## src/rtl/paced_pkt_gen.sv

```systemverilog
module paced_pkt_gen #(
  parameter int TOT_W = 16,
  parameter int CYC_W = 16,
  parameter int ID_W  = 8,
  parameter int LEN_W = 12,
  parameter int SEQ_W = 12
) (
  input  logic                        clk,
  input  logic                        rst_n,
  input  logic                        enable,
  input  logic [TOT_W-1:0]            total_bytes,
  input  logic [LEN_W-1:0]            pkt_bytes,
  input  logic [CYC_W-1:0]            interval_cycles,
  input  logic [ID_W-1:0]             dest_id,
  input  logic                        out_ready,
  output logic                        out_valid,
  output logic [ID_W+LEN_W+SEQ_W-1:0] out_data,
  output logic                        out_last,
  output logic                        overrun
);

  localparam int DW  = ID_W + LEN_W + SEQ_W;
  localparam int BPW = DW / 8;
  localparam int BSH = $clog2(BPW);
  localparam int MW  = (TOT_W > CYC_W) ? TOT_W : CYC_W;

  typedef enum logic [1:0] {S_IDLE, S_HDR, S_PAY} st_t;

  st_t              st_q;
  logic [CYC_W-1:0] icnt_q, ivl_q, gap_q, gcnt_q;
  logic [TOT_W-1:0] cnt_q, left_q, rem_q;
  logic [LEN_W-1:0] pkt_q, wleft_q, plen, nwords;
  logic [ID_W-1:0]  dest_q;
  logic [SEQ_W-1:0] seq_q;
  logic [DW-1:0]    hdr_q, pay_q;
  logic             calc_q, ovr_q;
  logic [TOT_W:0]   tsum;
  logic [TOT_W-1:0] cnt_calc;
  logic [CYC_W-1:0] gap_calc;
  logic             istart, go, xfer;

  assign istart   = enable && (icnt_q == '0);
  assign tsum     = (TOT_W+1)'(total_bytes) + (TOT_W+1)'(pkt_bytes) - (TOT_W+1)'(1);
  assign cnt_calc = (pkt_bytes == '0) ? '0 : TOT_W'(tsum / (TOT_W+1)'(pkt_bytes));
  assign gap_calc = (cnt_q == '0) ? '0 : CYC_W'(MW'(ivl_q) / MW'(cnt_q));
  assign plen     = (rem_q < TOT_W'(pkt_q)) ? LEN_W'(rem_q) : pkt_q;
  assign nwords   = LEN_W'(((LEN_W+1)'(plen) + (LEN_W+1)'(BPW - 1)) >> BSH);
  assign go       = (st_q == S_IDLE) && !istart && !calc_q && (left_q != '0) && (gcnt_q == '0);
  assign xfer     = out_valid && out_ready;

  assign out_valid = (st_q != S_IDLE);
  assign out_data  = (st_q == S_HDR) ? hdr_q : pay_q;
  assign out_last  = (st_q == S_PAY) && (wleft_q == LEN_W'(1));
  assign overrun   = ovr_q;

  always_ff @(posedge clk) begin
    if (!rst_n) begin
      icnt_q <= '0;
    end else if (!enable) begin
      icnt_q <= '0;
    end else if ((CYC_W+1)'(icnt_q) + (CYC_W+1)'(1) >= (CYC_W+1)'(interval_cycles)) begin
      icnt_q <= '0;
    end else begin
      icnt_q <= icnt_q + CYC_W'(1);
    end
  end

  always_ff @(posedge clk) begin
    if (!rst_n) begin
      cnt_q  <= '0;
      left_q <= '0;
      rem_q  <= '0;
      pkt_q  <= '0;
      dest_q <= '0;
      ivl_q  <= '0;
      gap_q  <= '0;
      gcnt_q <= '0;
      seq_q  <= '0;
      hdr_q  <= '0;
      calc_q <= 1'b0;
      ovr_q  <= 1'b0;
    end else if (istart) begin
      if (left_q != '0) ovr_q <= 1'b1;
      cnt_q  <= cnt_calc;
      left_q <= cnt_calc;
      rem_q  <= total_bytes;
      pkt_q  <= pkt_bytes;
      dest_q <= dest_id;
      ivl_q  <= interval_cycles;
      seq_q  <= '0;
      gcnt_q <= '0;
      calc_q <= 1'b1;
    end else begin
      calc_q <= 1'b0;
      if (calc_q) gap_q <= gap_calc;
      if (go) begin
        left_q <= left_q - TOT_W'(1);
        rem_q  <= rem_q - TOT_W'(plen);
        seq_q  <= seq_q + SEQ_W'(1);
        hdr_q  <= {dest_q, plen, seq_q};
        gcnt_q <= (gap_q == '0) ? '0 : gap_q - CYC_W'(1);
      end else if (gcnt_q != '0) begin
        gcnt_q <= gcnt_q - CYC_W'(1);
      end
    end
  end

  always_ff @(posedge clk) begin
    if (!rst_n) begin
      st_q    <= S_IDLE;
      wleft_q <= '0;
      pay_q   <= '0;
    end else begin
      case (st_q)
        S_IDLE: if (go) begin
          st_q    <= S_HDR;
          wleft_q <= nwords;
          if (seq_q == '0) pay_q <= '0;
        end
        S_HDR: if (out_ready) st_q <= (wleft_q == '0) ? S_IDLE : S_PAY;
        S_PAY: if (out_ready) begin
          pay_q   <= pay_q + DW'(1);
          wleft_q <= wleft_q - LEN_W'(1);
          if (wleft_q == LEN_W'(1)) st_q <= S_IDLE;
        end
        default: st_q <= S_IDLE;
      endcase
    end
  end

  AST_HOLD_STALLED: assert property (@(posedge clk) disable iff (!rst_n)
    out_valid && !out_ready |=> out_valid && $stable(out_data) && $stable(out_last));

  AST_OVERRUN_STICKY: assert property (@(posedge clk) disable iff (!rst_n)
    overrun |=> overrun);

  AST_HDR_LEN_NONZERO: assert property (@(posedge clk) disable iff (!rst_n)
    out_valid && (st_q == S_HDR) |-> (out_data[DW-ID_W-1:SEQ_W] != '0) && !out_last);

  AST_GAP_AFTER_LAST: assert property (@(posedge clk) disable iff (!rst_n)
    xfer && out_last |=> !out_valid);

endmodule

```

## config.mk

```make
export PLATFORM = sky130hd
export DESIGN_NAME = paced_pkt_gen
export DESIGN_NICKNAME = d
export VERILOG_FILES = /design/src/rtl/paced_pkt_gen.sv
export SDC_FILE = /design/constraint.sdc
export NUM_CORES = 1
export LEC_CHECK = 0
export ABC_AREA = 1
export ABC_CLOCK_PERIOD_IN_PS = 41400
export BUFFER_PORTS_ARGS = -buffer_cell sky130_fd_sc_hd__buf_2
export CORE_MARGIN = 1
export CORE_UTILIZATION = 53
export DETAILED_ROUTE_END_ITERATION = 10
export PLACE_DENSITY = 0.8
export SLEW_MARGIN = 10
export SYNTH_ARGS = -nofsm -noshare
export SYNTH_HDL_FRONTEND = slang
export SYNTH_SLANG_ARGS = --single-unit
```

## constraint.sdc

```tcl
create_clock -name clk -period 41.4 [get_ports clk]
set_input_delay 4.14 -clock clk [delete_from_list [all_inputs] [get_ports clk]]
set_output_delay 4.14 -clock clk [all_outputs]
set_load 0.005 [all_outputs]
```

==> run summary <==
The number of placed I/O pins came out at 91. Measured along the x axis, the die boundary spans 219 µm. The number of CTS-inserted buffers is 25. The total inserted antenna cells is 0. The data arrival time of the worst path came out at 38.09 ns. Counting instances, the worst hold path has a depth of 2. During placement, the flow inserted port buffers numbering 90. The clock latency reported for the late side of the worst-skew pair came out at 0.54 ns.

Global routing consumed, on the met2 layer, 45.6% of the routing resources. Yosys mapped a number of flops with a built-in enable equal to 0. The total number of vias is 24100. The nature of the critical path startpoint is an input pin. Across the run, the number of max-cap violations was 0. The cell at the root of the clock tree is clkbuf_16. The share of cells above drive strength 1 is 10.1%. The setup slack of the worst register-to-register path came out at 5.32 ns. The flow ran to the end, and the final reports show no timing, DRC or antenna violations.

The most numerous cell type found on the critical path is nand2_1. The met3 layer usage reported by global route is 2.92%. The average via count per standard cell came out at 5.43. Clock skew on the completed layout was measured at 0.0199 ns. The count of final hold-check violations came to 0.

The most used flip-flop cell after synthesis is dfxtp_1. The dominant delay contributor by cell family on the critical path is compound AO/OA/AOI/OAI gates. The number of buffers on the longest clock path came out at 3. The total global routing overflow is 0. The worst setup path is captured at a register. The count of state elements after synthesis came out at 224.

Clock-pin slew was measured on the worst setup and hold paths at 0.06 ns. The number of max-slew violations in the final report is 0. The filler cells instantiated in the layout total 4398. The count of routing violations after the opening detailed-route iteration is 1567.

The die outline height is 219 µm. In this run the cell area of the synthesized design comes to 0.0249 mm². The headroom to the max-slew limit came out at 18.1%. In this run the remaining antenna-violating nets after routing total 0. The tightest min-delay check is of the register to register type. The count of synthesis-stage warnings from yosys came out at 0. The cell row count is 79. For this run, asynchronously set or reset flops after synthesis account for 0%.

The met1 demand-to-capacity share in global routing is 33.7%. The average detailed-routed wire length per instance came out at 14.3 µm. The global routing usage summed across all routing layers came out at 26.3%. The post-synthesis to final-layout area growth came out at 7.86%.

For hold timing, the worst endpoint is hdr_q[19]$_SDFFE_PN0P_. The first-pass GRT wire length came out at 105000 µm. The area of the die is 0.0478 mm². The worst hold path begins at hdr_q[19]$_SDFFE_PN0P_. Setup violations remaining at the end of the flow were counted as 0. In the final design database the tool counted 4221 nets. The share of the clock period used by the worst path is 91.0%.

The highest fanout seen on the critical path is 20. The pin slew with the least headroom to its limit is 1.23 ns. The number of buffers and inverters on the critical path is 46. The post-synth net total came out at 4162. The shortest clock period the worst path allows after layout is 37.68 ns.

The number of placed instances, taps included came out at 4382. The total core area is 0.0465 mm². For this configuration, the core starts out at a cell density of 53.5%. The number of global-route vias before repair is 22100. The average size of a mapped cell is 6.63 µm². The final estimated routing congestion in global placement is 0.953. The largest net degree at the start of global routing is 59. Leaving out fill and tap cells, the most frequent cell in the layout is nand2_1. At the worst endpoint, the required time is 41.82 ns. The slowest stage of the critical path belongs to the cell a2111oi_0. The final routed DRC violation total is 0. The number of cells on the worst reg-to-reg path came out at 219. The worst register-to-register path ends at gap_q[0]$_SDFFE_PN0P_.

Sequential cells were found to cover 18.0% of the synthesized design area. The initial antenna violation count came out at 0. The worst register-to-register path begins at cnt_q[13]$_SDFFE_PN0P_. The layer flagged by global routing as most heavily used is met2. The stage delay of the slowest cell on the critical path came out at 0.49 ns. TritonCTS built the clock tree. In the layout the commonest cells are nand2_1 (757), inv_1 (544), ha_1 (352), nor2_1 (306), o21ai_0 (304). Leaving out filler cells and counting taps, the final layout contains 4436. The first-pass iteration count of the detailed router is 6. The deepest level of the CTS H-tree came out at 1. The TritonCTS sink count came out at 224.

Synthesis handed over a netlist of 3752 instances. The routed design has 63600 µm of wire. The distinct cell type count after synthesis came out at 72. The timing-limited maximum frequency is 26.5 MHz. The setup path with the least slack is of type input pin to register. The total half-perimeter wirelength after legalization and detailed placement is 49600 µm.
==> cell type report <==
class	count	area (µm²)	area share, %
repair buffers	121	683	2.55
multi-input cells	2849	17800	66.4
well taps	607	759	2.83
flip-flops and latches	224	4480	16.7
clock buffers	35	743	2.77
inverters	590	2220	8.29
clock inverters	10	133	0.494
==> per-stage QoR <==
step / setup WS (ns) / setup TNS [ns] / hold slack, ns / area [µm²] / utilization, %
detailed placement: 2.80 / 0 / 0.438 / 25900 / 55.7
finish: 3.72 / 0 / 0.456 / 26800 / 57.7
global route: -0.0166 / -0.0166 / 0.486 / 26800 / 57.7
global placement: 3.73 / 0 / 0.435 / 25900 / 55.7
floorplan: 6.06 / 0 / 0.419 / 24900 / -
CTS: 3.20 / 0 / 0.453 / 26700 / 57.5
==> cell families after synthesis <==
kind of cell               after synthesis  synth area share, %
AOI/OAI and AO/OA                      839                 20.1
adders and majority gates              354                 17.9
DFF                                    224                 18.0
xor gates and xnor gates               208                 7.39
and+or+nand+nor                       1446                 26.0
buffers and inverters                  679                 10.5
muxes                                    2               0.0805
==> cells in the mapped netlist, drive strengths merged, types with 3 or more instances <==
cell type | number | share of area [%]
a2111oi | 6 | 0.21
a211oi | 5 | 0.15
a21o | 62 | 1.9
a21oi | 227 | 4.9
a221oi | 10 | 0.35
a22oi | 5 | 0.15
a31oi | 20 | 0.53
a32oi | 4 | 0.14
and2 | 7 | 0.18
buf | 20 | 0.58
clkbuf | 69 | 1.0
clkinv | 3 | 0.045
dfxtp | 224 | 18
ha | 352 | 18
inv | 587 | 8.9
nand2 | 806 | 13
nand3 | 130 | 3.1
nand3b | 12 | 0.36
nand4 | 32 | 0.80
nor2 | 333 | 5.4
nor3 | 70 | 1.6
nor3b | 7 | 0.21
nor4 | 19 | 0.54
o211ai | 7 | 0.21
o21a | 12 | 0.36
o21ai | 376 | 8.1
o21bai | 34 | 1.0
o221ai | 3 | 0.11
o22ai | 34 | 0.86
o31ai | 25 | 0.77
or2 | 24 | 0.60
or3 | 3 | 0.075
xnor2 | 100 | 3.5
xor2 | 108 | 3.9
==> registers in the layout, summed over array words and instances, names as in the netlist <==
signal   cells
gcnt_q      16
gap_q       16
left_q      16
overrun      1
wleft_q     12
calc_q       1
st_q         2
hdr_q       32
dest_q       8
pay_q       32
icnt_q      16
pkt_q       12
cnt_q       16
rem_q       16
ivl_q       16
seq_q       12
==> worst min-delay path, stage by stage, from the launching register on <==
cell and delay [ns]:
dfxtp_1 0.32, a21oi_1 0.06, inv_1 0.04
==> routing by layer <==
layer / vias to the layer above / wire length, µm
li1: 12500 / -
met5: - / 0
met3: 119 / 3490
met1: 10900 / 28600
met4: 0 / 2000
met2: 575 / 29500
==> repair_timing <==
action | CTS | global route
endpoints found under the setup margin | 0 | 2
hold buffers | 0 | 0
gates resized for setup | 0 | 6
buffers inserted | 0 | 9
==> how the worst max path moves through the flow <==
stage                  startpoint                      to  slack (ns)  cells after the start
finish              pkt_bytes[11]  left_q[0]$_SDFFE_PN0P_        3.72                    240
floorplan            pkt_bytes[9]  left_q[0]$_SDFFE_PN0P_        6.06                    248
detailed placement  pkt_bytes[10]  left_q[0]$_SDFFE_PN0P_        2.80                    234
global placement    pkt_bytes[10]  left_q[0]$_SDFFE_PN0P_        3.73                    233
CTS                 pkt_bytes[10]  left_q[0]$_SDFFE_PN0P_        3.20                    234
global route        pkt_bytes[10]  left_q[0]$_SDFFE_PN0P_       -0.02                    240
Power is left out: the tool's default activity adds up to more than one toggle a clock period on the data nets, which glitch-free logic cannot reach.
